<file path="config.mk">
export PLATFORM = sky130hd
export DESIGN_NAME = cal_limit_unit
export DESIGN_NICKNAME = d
export VERILOG_FILES = /design/src/rtl/cal_limit_pkg.sv /design/src/rtl/cal_limit_ctrl.sv /design/src/rtl/cal_limit_data.sv /design/src/rtl/cal_limit_unit.sv
export SDC_FILE = /design/constraint.sdc
export NUM_CORES = 1
export LEC_CHECK = 0
export BUFFER_PORTS_ARGS = -buffer_cell sky130_fd_sc_hd__buf_2
export CELL_PAD_IN_SITES_DETAIL_PLACEMENT = 2
export CELL_PAD_IN_SITES_GLOBAL_PLACEMENT = 2
export CORE_MARGIN = 2
export CORE_UTILIZATION = 38
export DETAILED_ROUTE_END_ITERATION = 8
export GPL_TIMING_DRIVEN = 0
export PLACE_DENSITY = 0.78
export SYNTH_ARGS = -nofsm -noshare
export SYNTH_HDL_FRONTEND = slang
export SYNTH_SLANG_ARGS = --single-unit
</file>
<file path="constraint.sdc">
create_clock -name clk -period 2.5 [get_ports clk]
set_clock_uncertainty 0.1 [all_clocks]
set_input_delay 0.25 -clock clk [delete_from_list [all_inputs] [get_ports clk]]
set_output_delay 0.25 -clock clk [all_outputs]
set_load 0.02 [all_outputs]
</file>
<file path="src/rtl/cal_limit_pkg.sv">
package cal_limit_pkg;
  parameter int LIM_W   = 5;
  parameter int NUM_LIM = 4;
  parameter int SEL_W   = $clog2(NUM_LIM);

  typedef struct packed {
    logic [NUM_LIM-1:0] latchHot;
    logic               commit;
    logic               measCapture;
    logic               clearRes;
    logic [SEL_W-1:0]   checkSel;
  } ctrl_strobe_t;
endpackage

</file>
<file path="src/rtl/cal_limit_ctrl.sv">
module cal_limit_ctrl
  import cal_limit_pkg::*;
#(
  parameter int MODE_W      = 4,
  parameter int LATCH_BASE  = 1,
  parameter int COMMIT_MODE = 5,
  parameter int CHECK_BASE  = 7
) (
  input  logic              clk,
  input  logic              rstN,
  input  logic [MODE_W-1:0] modeSel,
  input  logic              latchStrobe,
  input  logic              progEn,
  input  logic              measEn,
  input  logic              measDone,
  output ctrl_strobe_t      strobes
);
  logic [MODE_W-1:0] prevMode;
  logic prevLatch, prevProg;
  logic modeChg, latchRise, progRise, inCheck;
  logic [SEL_W-1:0] sel;

  always_ff @(posedge clk or negedge rstN) begin
    if (!rstN) begin
      prevMode  <= '0;
      prevLatch <= 1'b0;
      prevProg  <= 1'b0;
    end else begin
      prevMode  <= modeSel;
      prevLatch <= latchStrobe;
      prevProg  <= progEn;
    end
  end

  always_comb begin
    modeChg   = (modeSel != prevMode);
    latchRise = latchStrobe & ~prevLatch;
    progRise  = progEn & ~prevProg;
    inCheck   = 1'b0;
    sel       = '0;
    for (int i = 0; i < NUM_LIM; i++) begin
      if (modeSel == MODE_W'(CHECK_BASE + i)) begin
        inCheck = 1'b1;
        sel     = SEL_W'(i);
      end
    end
  end

  always_comb begin
    for (int i = 0; i < NUM_LIM; i++) begin
      strobes.latchHot[i] = latchRise && (modeSel == MODE_W'(LATCH_BASE + i));
    end
    strobes.commit      = progRise && (modeSel == MODE_W'(COMMIT_MODE));
    strobes.clearRes    = modeChg | ~measEn;
    strobes.measCapture = inCheck & measEn & measDone & ~modeChg;
    strobes.checkSel    = sel;
  end
endmodule

</file>
<file path="src/rtl/cal_limit_data.sv">
module cal_limit_data
  import cal_limit_pkg::*;
(
  input  logic             clk,
  input  logic             rstN,
  input  ctrl_strobe_t     strobes,
  input  logic [LIM_W-1:0] levelIn,
  output logic             cmpOut,
  output logic             cmpValid,
  output logic [LIM_W-1:0] baseOut
);
  localparam logic [LIM_W-1:0] LIM_RESET = '1;

  logic [LIM_W-1:0] stageLim  [NUM_LIM];
  logic [LIM_W-1:0] storedLim [NUM_LIM];
  logic [LIM_W-1:0] selLim;
  logic             aboveLim;

  for (genvar g = 0; g < NUM_LIM; g++) begin : g_slot
    always_ff @(posedge clk or negedge rstN) begin
      if (!rstN) begin
        stageLim[g]  <= LIM_RESET;
        storedLim[g] <= LIM_RESET;
      end else begin
        if (strobes.latchHot[g]) stageLim[g] <= levelIn;
        if (strobes.commit)      storedLim[g] <= stageLim[g];
      end
    end
  end

  always_ff @(posedge clk or negedge rstN) begin
    if (!rstN)               baseOut <= '0;
    else if (strobes.commit) baseOut <= levelIn;
  end

  always_comb begin
    selLim   = storedLim[strobes.checkSel];
    aboveLim = (levelIn > selLim);
  end

  always_ff @(posedge clk or negedge rstN) begin
    if (!rstN) begin
      cmpOut   <= 1'b0;
      cmpValid <= 1'b0;
    end else if (strobes.clearRes) begin
      cmpOut   <= 1'b0;
      cmpValid <= 1'b0;
    end else if (strobes.measCapture) begin
      cmpOut   <= aboveLim;
      cmpValid <= 1'b1;
    end
  end
endmodule

</file>
<file path="src/rtl/cal_limit_unit.sv">
module cal_limit_unit
  import cal_limit_pkg::*;
#(
  parameter int MODE_W      = 4,
  parameter int LATCH_BASE  = 1,
  parameter int COMMIT_MODE = 5,
  parameter int CHECK_BASE  = 7
) (
  input  logic              clk,
  input  logic              rstN,
  input  logic [MODE_W-1:0] modeSel,
  input  logic              latchStrobe,
  input  logic              progEn,
  input  logic              measEn,
  input  logic              measDone,
  input  logic [LIM_W-1:0]  levelIn,
  output logic              cmpOut,
  output logic              cmpValid,
  output logic [LIM_W-1:0]  baseOut
);
  ctrl_strobe_t strobes;

  cal_limit_ctrl #(
    .MODE_W(MODE_W), .LATCH_BASE(LATCH_BASE),
    .COMMIT_MODE(COMMIT_MODE), .CHECK_BASE(CHECK_BASE)
  ) u_ctrl (
    .clk(clk), .rstN(rstN), .modeSel(modeSel), .latchStrobe(latchStrobe),
    .progEn(progEn), .measEn(measEn), .measDone(measDone), .strobes(strobes)
  );

  cal_limit_data u_data (
    .clk(clk), .rstN(rstN), .strobes(strobes), .levelIn(levelIn),
    .cmpOut(cmpOut), .cmpValid(cmpValid), .baseOut(baseOut)
  );
endmodule

</file>
[Word level (Yosys, flattened, before mapping)]
Index checks and enable logic that the tools add are counted.
Operators by class
  add/sub/neg operators: 0
  $mul: 0
  div/mod/pow operators: 0
  $lt $le $gt $ge: 2
  eq/ne operators: 10
  shift operators: 0
  mux-type cells: 14
  bitwise operators: 11
  reductions and logical operators: 6
Operators by type and width (number)
  equality test 4 x 3 -> 1 bit (second input constant): 3
  equality test 4 bit (second input constant): 3
  binary-select mux 5 bit (select 2 bit): 1
  2-to-1 mux 5 bit: 2
  2-to-1 mux 1 bit: 9
  equality test 4 x 2 -> 1 bit (second input constant): 2
  AND 1 bit: 5
  greater-than comparator 5 bit: 1
  logical AND 1 bit: 5
  equality test 4 x 1 -> 1 bit (second input constant): 1
  2-to-1 mux 2 bit: 2
  inequality test 4 bit: 1
  NOT 1 bit: 4
  greater-or-equal comparator 3 bit (second input constant): 1
  NOT 2 -> 3 bit: 1
  nonzero test 2 bit: 1
  OR 1 bit: 1
Word-level totals
  register bits: 53
  latch bits: 0
  memory bits (writable): 0
  memory bits (read-only): 0
  input port bits: 15
  output and inout port bits: 7
  word-level logic and storage cells: 57
  memories: 0

[Longest topological paths before layout]
  word-level depth: 11
  mapped depth: 10
  gate-level depth less buffers: 9

[By module]
A second synthesis with hierarchy kept.
Unflattened totals
  cells, all modules: 155
  area total of the unflattened synthesis: 2353.5 um2
Modules (own cells, without submodules)
  cal_limit_data: times used 1, cells an instance 124, area an instance 2031.9 um2, seq. area each 1226.2 um2
  cal_limit_ctrl: times used 1, cells an instance 31, area an instance 321.6 um2, seq. area each 150.1 um2

[Worst setup path before layout]
Ideal clock, no wire load.
  path kind: input -> register
  from: in modeSel[2]
  to: reg u_data.cmpOut
  library setup time: 78 ps
  arrival: 2315 ps
  data required time: 2322 ps
  slack: 7 ps
  cell stages on the path: 9
  buffers on the path: 0
  path through: nand2b_1 > nor2_2 > mux4_2 > inv_1 > ha_1 > nand4_1 > o221a_2 > or4_1 > a21oi_1
Between the ends
  longest elaborated chain between the ends: 11
  elaborated cells on any way between the ends: 25
Ends and longest elaborated chain
  start: declaration: line cal_limit_unit.sv:11  | input logic [MODE_W-1:0] modeSel,
  equality test 4 bit: line cal_limit_ctrl.sv:42  | if (modeSel == MODE_W'(CHECK_BASE + i)) begin
  2-to-1 mux 1 bit: line cal_limit_ctrl.sv:42
  2-to-1 mux 2 bit (2 in series): line cal_limit_ctrl.sv:42
  NOT 2 -> 3 bit (not written as such): line cal_limit_data.sv:37  | selLim = storedLim[strobes.checkSel];
  binary-select mux 5 bit (select 2 bit): line cal_limit_data.sv:37
  2-to-1 mux 5 bit (not written as such) (2 in series): line cal_limit_data.sv:37
  greater-than comparator 5 bit: line cal_limit_data.sv:38  | aboveLim = (levelIn > selLim);
  2-to-1 mux 1 bit: line cal_limit_data.sv:48  | end else if (strobes.measCapture) begin
  2-to-1 mux 1 bit: line cal_limit_data.sv:45  | end else if (strobes.clearRes) begin
  end signal: assignment: line cal_limit_data.sv:49  | cmpOut <= aboveLim;
  end: declaration: line cal_limit_data.sv:8  | output logic cmpOut,
Several ways; a longest one is shown, not always the timed one. The select of a mux whose other input is x is not followed.
A chain may end at the register's enable or synchronous reset.

[Worst setup path in the final report]
Ends and elaborated chain as after synthesis.

==> flow_summary.ini <==
[cells_and_area]
nets = 223
final_cells = 279
area_delta_synth_final_pct = 17.24
drive_gt1_frac = 0.6225
multiInputGateArea_um2 = 954.7
seqCellArea_mm2 = 0.001376
diodes = 0
n_fill_cell = 585

[synthesis]
yosys.area.top_type = dfstp_2
synthXorXnorAreaFrac = 0.007403
ys_ff_latch = 53
synth-compound-area-share = 0.04442
synthMuxAreaShare = 0.2369
synth_fa_ha_area_frac = 0.02644
synth.top_cells.by_count = mux2_2 (41), dfstp_2 (40), dfrtp_1 (13)
yosys_warnings = 0
synth_area_leaders = dfstp_2 (44%), mux2_2 (20%), dfrtp_1 (14%), mux4_2 (2.9%), ha_1 (2.6%)
synth-main-ff-cell = dfstp_2
synth_top_family_by_area = multiplexers
synth_top_area_share = 0.4442
synth.avg_cell_area_um2 = 14.08
yosysUniqueCellTypes = 32
synth_area_mm2 = 0.002366
synth-simple-area-share = 0.07668
synth_most_common_cell = mux2_2
ys_seq_area_frac = 0.5817
async_flop_share = 1.000
syn-num-nets = 188
synth_edf_count = 0
syn-instance-count = 168

[timing]
maxSlewHeadroom = 0.2241
setup_viol = 0
finalCriticalPeriod_ps = 2454
worst_slew_pin_slew_ps = 1164
max_freq_mhz = 407.6
rsz0062_at_grt = yes
finalCritPeriodShare = 0.9815
worst_slack_ps = 46.33
finalHoldViolations = 0
final_max_slew_viol_count = 0

[clocking]
cts.clk_slew.worst_paths_ps = 90
clkLatencyLatePin_ps = 300
cts_max_path_buffers = 2
htreeDepth = 2
cts_buffers = 5
cts_tree = built
root_buffer = clkbuf_8
cts_sinks = 53

[placement]
dp_hpwl_um = 3975
portBuffers = 21
gp_congestion = 0.8005
placed_cells = 264
dp_worst_setup_slack_ps = -488.4

[setup_path]
worstSetupPathType = in -> reg
start_kind = input pin
required_ps = 2620
crit_path_end_kind = flip-flop
worstPathMaxFanout = 8
critical_path_arrival_ps = 2580

[global_route]
grt_pass1_wl_um = 9439
grt_pass1_vias = 1772
grtUsageTotal = 0.1748
grtUsageMet3 = 0.03678
busiest_layer = met2
grt_util_met2 = 0.3174
use_met1 = 0.2120
grt_max_degree = 54
grt-ovfl-total = 0
antenna_found_initial = 0

[floorplanning]
die_h_um = 82.91
initial_core_util = 0.3973
dieArea_mm2 = 0.006873
core_mm2 = 0.005956
ioPinCount = 22
fp.dieW_um = 82.91
rows = 28

[pwr]
p_per_area_mw_per_mm2 = 736.8
switching_share = 0.2408
clockPowerShare = 0.291
p_int_mw = 1.552
vdd_drop_max_mv = 0.3251
combPwrFrac = 0.157
p_sw_mw = 0.4921
leakagePower_nw = 1.185
share_seq_of_total_power = 0.553

[routing]
wirelength_um = 5570
routed-via-count = 1464
drcViolationCount = 0
wl_per_cell_um = 19.96
drtIter0Drc = 32
firstDrtPassIters = 3
drtAntennaViolNets = 0
vias_per_cell = 5.247

[worst_hold_path]
hold_class = in -> reg

[run]
drv_cap = 0

[run_status]
outcome = finished clean
## sequential cells by signal (all words and copies together), names as in the netlist
register and cells:
u_data.storedLim 20, u_ctrl.prevLatch 1, u_data.stageLim 20, u_data.cmpOut 1, u_data.baseOut 5, u_data.cmpValid 1, u_ctrl.prevMode 4, u_ctrl.prevProg 1
## area by class of cell
type                       instances  share of cell area
timing repair buffer              29             0.06315
multi-input combinational        102              0.3442
sequential                        53              0.4962
tap                               75             0.03383
buffer                             4            0.009923
clock inverter                     1             0.01083
clock buffer                       7             0.03112
inverter                           8             0.01083
## layout by cell type, fill, tap and decap left out, drive strengths merged, types with 3 or more instances in the layout
cell type | synthesis | final
mux2 | 42 | 42
dfstp | 40 | 40
buf | 5 | 29
dfrtp | 13 | 13
inv | 8 | 8
nand2 | 7 | 7
clkbuf | 0 | 7
nor2 | 6 | 6
o21ai | 6 | 6
ha | 5 | 5
nand3 | 4 | 4
dlygate4sd3 | 0 | 4
mux4 | 3 | 3
a21oi | 3 | 3
nor2b | 3 | 3
## per-layer routing
metal  wire (um)  vias up
met5           0        -
met4          44        0
met3         163        6
met2        3012       24
met1        2350      763
li1            -      671
## final timing paths
path,from,endpoint,slack [ps],depth (start not counted)
hold reg to reg,u_data.stageLim[10],u_data.stageLim[10],390,2
max in group asynchronous,rstN,u_data.baseOut[0],1510,1
setup / recovery,modeSel[2],u_data.cmpOut,50,10
hold / removal,modeSel[2],u_ctrl.prevMode[2],60,1
min in group asynchronous,rstN,u_ctrl.prevMode[1],80,1
setup reg to reg,u_data.storedLim[19],u_data.cmpOut,70,8
## per-stage QoR
stage	utilization	hold slack [ps]	TNS, ps	power [mW]	area (um2)
floorplan	-	-145.6	0	1.318	2366
global placement	0.4307	270.8	-424.1	1.404	2565
detailed placement	0.4307	276.2	-488.4	1.446	2565
CTS	0.4632	59.72	0	2.060	2759
global route	0.4658	55.09	-30.51	2.153	2774
finish	0.4658	64.16	0	2.044	2774
## power groups by stage
stage	combinational, mW	clock [mW]	sequential, mW
floorplan	0.183	0	1.14
global placement	0.279	0	1.13
detailed placement	0.302	0	1.14
CTS	0.321	0.608	1.13
global route	0.355	0.648	1.15
finish	0.320	0.594	1.13
## kinds of logic after synthesis
kind of cell | after synthesis
mux | 47
xor+xnor | 2
simple gates | 32
flops | 53
compound gates | 16
fa+ha+maj | 5
buf+inv | 13
## repair_timing
action,in CTS,in global routing
pin swaps,2,4
setup endpoints to repair,1,1
endpoints found under the hold margin,4,0
buffers inserted,3,1
hold buffers,4,0
cloned,0,0
gates resized for setup,5,2
## worst max-delay path, stage by stage
cell and delay (ps):
buf_2 160, nand2b_4 190, nor2_4 160, mux4_2 520, inv_1 110, ha_4 130, nand4_1 140, o221a_2 270
or4_1 500, a21oi_1 150
No activity file was read; power rests on OpenSTA's default activity.
